**src/rtl/rstseq_pkg.sv**
```systemverilog
package rstseq_pkg;

   localparam int unsigned NUM_SRC = 4;

   localparam int unsigned SRC_WDT  = 0;
   localparam int unsigned SRC_OP   = 1;
   localparam int unsigned SRC_ADDR = 2;
   localparam int unsigned SRC_LV   = 3;

   typedef enum logic [1:0] {
      ST_PAD  = 2'd0,
      ST_CORE = 2'd1,
      ST_RUN  = 2'd2
   } seq_state_e;

endpackage

```
**src/rtl/rstseq_src_decode.sv**
```systemverilog
module rstseq_src_decode
   import rstseq_pkg::*;
(
   input  logic               wdt_expire,
   input  logic               cpu_ifetch,
   input  logic               cpu_bad_op,
   input  logic               cpu_stop_op,
   input  logic               addr_unmapped,
   input  logic               opt_stop_en,
   input  logic               opt_lv_pwrdn,
   input  logic               opt_lv_rst_dis,
   input  logic               lv_low,
   output logic [NUM_SRC-1:0] src_flag,
   output logic               any_req
);

   logic lv_reset_en;

   always_comb begin
      src_flag           = '0;
      src_flag[SRC_WDT]  = wdt_expire;
      src_flag[SRC_OP]   = cpu_bad_op | (cpu_stop_op & ~opt_stop_en);
      src_flag[SRC_ADDR] = addr_unmapped & cpu_ifetch;
      src_flag[SRC_LV]   = lv_low;
   end

   assign lv_reset_en = ~(opt_lv_pwrdn | opt_lv_rst_dis);

   assign any_req = src_flag[SRC_WDT] | src_flag[SRC_OP] | src_flag[SRC_ADDR]
                  | (src_flag[SRC_LV] & lv_reset_en);

endmodule

```
**src/rtl/rstseq_hold_timer.sv**
```systemverilog
module rstseq_hold_timer
   import rstseq_pkg::*;
#(
   parameter int unsigned PIN_HOLD = 4128,
   parameter int unsigned CPU_GAP  = 32
) (
   input  logic clk_ref,
   input  logic por_n,
   input  logic any_req,
   output logic pad_pull_low,
   output logic core_rst_n
);

   localparam int unsigned MAX_CNT = (PIN_HOLD > CPU_GAP) ? PIN_HOLD : CPU_GAP;
   localparam int unsigned CNT_W   = $clog2(MAX_CNT + 1);
   localparam logic [CNT_W-1:0] PAD_LAST  = CNT_W'(PIN_HOLD - 1);
   localparam logic [CNT_W-1:0] CORE_LAST = CNT_W'(CPU_GAP - 1);

   seq_state_e       st_q;
   logic [CNT_W-1:0] cnt_q;

   always_ff @(posedge clk_ref or negedge por_n) begin
      if (!por_n) begin
         st_q  <= ST_PAD;
         cnt_q <= '0;
      end else if (any_req) begin
         st_q  <= ST_PAD;
         cnt_q <= '0;
      end else begin
         unique case (st_q)
            ST_PAD: begin
               if (cnt_q == PAD_LAST) begin
                  st_q  <= ST_CORE;
                  cnt_q <= '0;
               end else begin
                  cnt_q <= cnt_q + 1'b1;
               end
            end
            ST_CORE: begin
               if (cnt_q == CORE_LAST) begin
                  st_q  <= ST_RUN;
                  cnt_q <= '0;
               end else begin
                  cnt_q <= cnt_q + 1'b1;
               end
            end
            default: begin
               st_q  <= ST_RUN;
               cnt_q <= '0;
            end
         endcase
      end
   end

   assign pad_pull_low = (st_q == ST_PAD);
   assign core_rst_n   = (st_q == ST_RUN);

endmodule

```
**src/rtl/rstseq_status.sv**
```systemverilog
module rstseq_status
   import rstseq_pkg::*;
(
   input  logic               clk_ref,
   input  logic               por_n,
   input  logic [NUM_SRC-1:0] src_flag,
   input  logic               stat_rd,
   output logic [NUM_SRC-1:0] stat_q
);

   for (genvar i = 0; i < NUM_SRC; i++) begin : g_bit
      always_ff @(posedge clk_ref or negedge por_n) begin
         if (!por_n)           stat_q[i] <= 1'b0;
         else if (src_flag[i]) stat_q[i] <= 1'b1;
         else if (stat_rd)     stat_q[i] <= 1'b0;
      end
   end

endmodule

```
**src/rtl/rst_sequencer.sv**
```systemverilog
module rst_sequencer
   import rstseq_pkg::*;
#(
   parameter int unsigned PIN_HOLD = 4096 + 32,
   parameter int unsigned CPU_GAP  = 32
) (
   input  logic               clk_ref,
   input  logic               por_n,
   input  logic               wdt_expire,
   input  logic               cpu_ifetch,
   input  logic               cpu_bad_op,
   input  logic               cpu_stop_op,
   input  logic               addr_unmapped,
   input  logic               opt_stop_en,
   input  logic               opt_lv_pwrdn,
   input  logic               opt_lv_rst_dis,
   input  logic               lv_low,
   input  logic               stat_rd,
   output logic [NUM_SRC-1:0] stat_q,
   output logic               pad_pull_low,
   output logic               core_rst_n
);

   if (PIN_HOLD < 2) begin : g_bad_hold
      $error("rst_sequencer: PIN_HOLD must be at least 2");
   end
   if (CPU_GAP < 1) begin : g_bad_gap
      $error("rst_sequencer: CPU_GAP must be at least 1");
   end

   logic [NUM_SRC-1:0] src_flag;
   logic               any_req;

   rstseq_src_decode u_decode (
      .wdt_expire     (wdt_expire),
      .cpu_ifetch     (cpu_ifetch),
      .cpu_bad_op     (cpu_bad_op),
      .cpu_stop_op    (cpu_stop_op),
      .addr_unmapped  (addr_unmapped),
      .opt_stop_en    (opt_stop_en),
      .opt_lv_pwrdn   (opt_lv_pwrdn),
      .opt_lv_rst_dis (opt_lv_rst_dis),
      .lv_low         (lv_low),
      .src_flag       (src_flag),
      .any_req        (any_req)
   );

   rstseq_hold_timer #(
      .PIN_HOLD (PIN_HOLD),
      .CPU_GAP  (CPU_GAP)
   ) u_timer (
      .clk_ref      (clk_ref),
      .por_n        (por_n),
      .any_req      (any_req),
      .pad_pull_low (pad_pull_low),
      .core_rst_n   (core_rst_n)
   );

   rstseq_status u_status (
      .clk_ref  (clk_ref),
      .por_n    (por_n),
      .src_flag (src_flag),
      .stat_rd  (stat_rd),
      .stat_q   (stat_q)
   );

endmodule

```
**config.mk**
```make
export PLATFORM = sky130hd
export DESIGN_NAME = rst_sequencer
export DESIGN_NICKNAME = d
export VERILOG_FILES = /design/src/rtl/rstseq_pkg.sv /design/src/rtl/rstseq_src_decode.sv /design/src/rtl/rstseq_hold_timer.sv /design/src/rtl/rstseq_status.sv /design/src/rtl/rst_sequencer.sv
export SDC_FILE = /design/constraint.sdc
export NUM_CORES = 1
export LEC_CHECK = 0
export BUFFER_PORTS_ARGS = -buffer_cell sky130_fd_sc_hd__buf_2
export CAP_MARGIN = 30
export CORE_MARGIN = 2
export CORE_UTILIZATION = 55
export CTS_CLUSTER_SIZE = 28
export DETAILED_ROUTE_END_ITERATION = 16
export PLACE_DENSITY = 0.84
export SLEW_MARGIN = 10
export SYNTH_ARGS = -nofsm -noshare
export SYNTH_HDL_FRONTEND = slang
export SYNTH_SLANG_ARGS = --single-unit
```
**constraint.sdc**
```tcl
create_clock -name clk_ref -period 3.3 [get_ports clk_ref]
set_clock_uncertainty 0.1 [all_clocks]
set_input_delay 0.66 -clock clk_ref [delete_from_list [all_inputs] [get_ports clk_ref]]
set_output_delay 0.66 -clock clk_ref [all_outputs]
set_load 0.02 [all_outputs]
```
==> impl_metrics.csv <==
group,metric,value,unit
logic_synthesis,yosys-top-cells-area,"dfrtp_1 (52%), xnor2_1 (7.7%), nor2_1 (7.0%)",
place,place_congestion,0.776,
logic_synthesis,netlist_area,906,um^2
final_layout,n_antenna_cell,0,
sta,setup_viol,0,
final_layout,final_nets,124,
grt,antenna_found_initial,0,
detailed_routing,drc,0,
setup_path,cpPeakStageDelay,0.57,ns
clock_network,ctsRootBufferMaster,"clkbuf_4",
outcome,status,"finished, final reports clean",
logic_synthesis,synth_most_common_cell,"dfrtp_1",
die,core-area,0.00152,mm^2
setup_path,crit_required,3.42,ns
final_layout,layoutNonFillerInstCount,126,
logic_synthesis,synth_enable_flop_cells,0,
clock_network,clock_path_buffers,2,
place,dp_cells,122,
detailed_routing,wl,1640,um
logic_synthesis,ys_seq_area_share,52.5,%
hold_path,hp-class,"in2async",
die,die_area,0.00199,mm^2
die,die_w,44.6,um
detailed_routing,post_drt_wl_per_cell,13.0,um
detailed_routing,drtPass1Iterations,4,
setup_path,r2r_setup_slack,1.32,ns
logic_synthesis,syn_nets,103,
setup_path,critPathCapture,"u_timer.cnt_q[6]",
setup_path,cp_max_fo,12,
setup_path,rr_startpoint,"u_timer.cnt_q[0]",
setup_path,reg2reg_depth,5,
final_layout,syn_to_final_growth,13.3,%
grt,grt_max_degree,20,
logic_synthesis,yosys_warnings,0,
logic_synthesis,synth_top_area_cell,"dfrtp_1",
final_layout,post-route-cell-area,0.00103,mm^2
sta,rsz0062_at_grt,"false",
place,place_area,1000,um^2
sta,setup_tns,0,ns
clock_network,insertion_delay,0.29,ns
place,hpwl,1210,um
power,vdd_drop_max,0.195,mV
die,dieHeight,44.6,um
place,io_buffers,17,
grt,grtUsageTotal,20.3,%
detailed_routing,dr_total_vias,694,
die,start_util,59.4,%
power,p_per_area,373,mW/mm^2
setup_path,crit_path_end_kind,"register",
final_layout,drive_gt1_share,20.9,%
logic_synthesis,ys_types,24,
grt,grt_pass1_wl,2860,um
sta,hold_viol,0,
setup_path,crit_type,"reg2reg",
setup_path,slowest_stage,"a2111o_1",
detailed_routing,drtIter0Drc,11,
setup_path,critical_path_arrival,2.10,ns
logic_synthesis,async_flop_share,100,%
logic_synthesis,syn_avg_cell_area,10.1,um^2
die,rows,14,
detailed_routing,drt.antenna.violating_nets,0,
power,total_power,382,uW
setup_path,rr_endpoint,"u_timer.cnt_q[6]",
sta,min_period_over_period,60.1,%
clock_network,htreeDepth,1,
sta,fmax,505,MHz
clock_network,path_clk_slew,0.10,ns
setup_path,crit_path_cell_trace,"ha_1, and4_4, and3_4, a2111o_1, nor2_1",
logic_synthesis,synth-seq-cells,19,
setup_path,start_kind,"register",
clock_network,postCtsSetupBuffers,0,
clock_network,clock_sinks,19,
die,boundaryPins,18,
clock_network,cts_hold_buf,0,
detailed_routing,viasPerCell,5.51,
clock_network,postCtsResizedCells,0,
logic_synthesis,syn_inst,90,
clock_network,numCtsBuffers,3,
sta,fin_crit,1.98,ns
logic_synthesis,synth_top_area_share,52.5,%
sta,slew_violations,0,
logic_synthesis,yosys-top-cells-count,"dfrtp_1 (19), nor2_1 (17), xnor2_1 (8), inv_1 (6), nand3_1 (6)",
setup_path,crit_start,"u_timer.cnt_q[0]",
power,p_leak,0.446,nW
clock_network,cts_tree,"done",
sta,slew_headroom,72.2,%
grt,grt_overflow,0,
grt,grt_pass1_vias,706,
sta,worst_pin_slew,0.417,ns
flow_run,drv_cap,0,
logic_synthesis,ys.flop_type,"dfrtp_1",
## sequential cells by signal, summed over array words and instances, names as in the netlist
name / cells
u_timer.cnt_q: 13
u_timer.st_q: 2
u_status.stat_q: 4
## layout by cell type, fill, tap and decap left out
cell type	netlist	layout
a2111o_1	1	1
a21o_1	2	2
a21oi_1	1	1
a22o_1	1	1
a31oi_1	1	1
and3_4	1	1
and4_4	1	1
buf_2	0	17
clkbuf_1	0	1
clkbuf_4	0	3
dfrtp_1	19	19
ha_1	1	1
inv_1	6	6
mux2i_1	1	1
nand2_1	4	4
nand3_1	6	6
nand4_1	4	4
nor2_1	17	17
nor2b_1	1	1
nor3_1	5	5
nor3b_1	1	1
nor4_1	2	2
or2b_2	1	1
or3_1	1	1
xnor2_1	8	8
xor2_1	4	4
## report_power, final
part | leakage, nW | total [mW] | switching [mW] | internal (mW)
Clock | 0.0150 | 0.113 | 0.0657 | 0.0470
Sequential | 0.253 | 0.239 | 0.00243 | 0.237
Combinational | 0.178 | 0.0304 | 0.0185 | 0.0119
## logic make-up after synthesis
group	share of synthesized area (%)
compound gates	5.11
simple gates	24.6
buf+inv	3.73
fa+ha+maj	1.38
flops	52.5
xor+xnor	11.6
mux	1.11
## area by class of cell
cell class | instances | area (um^2)
tap | 16 | 20.0
inverter | 6 | 22.5
clock buffer | 4 | 26.3
fill | 129 | 498
multi-input combinational | 64 | 397
sequential | 19 | 475
timing repair buffer | 17 | 85.1
## how the worst min path moves through the flow
stage                                   from            endpoint  slack [ns]  cells after the start
final                                  por_n     u_timer.st_q[1]        0.19                      1
after global routing                   por_n    u_timer.cnt_q[8]        0.21                      1
after CTS                              por_n    u_timer.cnt_q[0]        0.19                      1
after detailed placement  u_status.stat_q[0]  u_status.stat_q[0]        0.38                      1
after global placement    u_status.stat_q[0]  u_status.stat_q[0]        0.36                      1
after floorplan                        por_n  u_status.stat_q[0]        0.26                      0
## critical path, delay by kind of cell, from the launching register on
family / cells / cell delay (ns)
AOI/OAI and AO/OA: 1 / 0.57
and+or+nand+nor: 3 / 0.56
DFF: 1 / 0.42
adders and majority gates: 1 / 0.26
## through the flow
step | setup slack, ns | hold WS [ns] | utilization [%]
floorplan | 1.45 | 0.264 | -
global placement | 1.37 | 0.357 | 65.6
detailed placement | 1.31 | 0.383 | 65.6
CTS | 1.30 | 0.188 | 67.3
global route | 1.22 | 0.207 | 67.3
finish | 1.32 | 0.187 | 67.3
## per-layer routing
metal	up-vias	part of all wire [%]	GRT usage, %
li1	349	-	-
met1	321	43	23.1
met2	20	50	35.9
met3	4	5.7	3.67
met4	0	1.3	10.3
met5	-	0	0
Note: power is estimated with default switching activity, not from simulation.
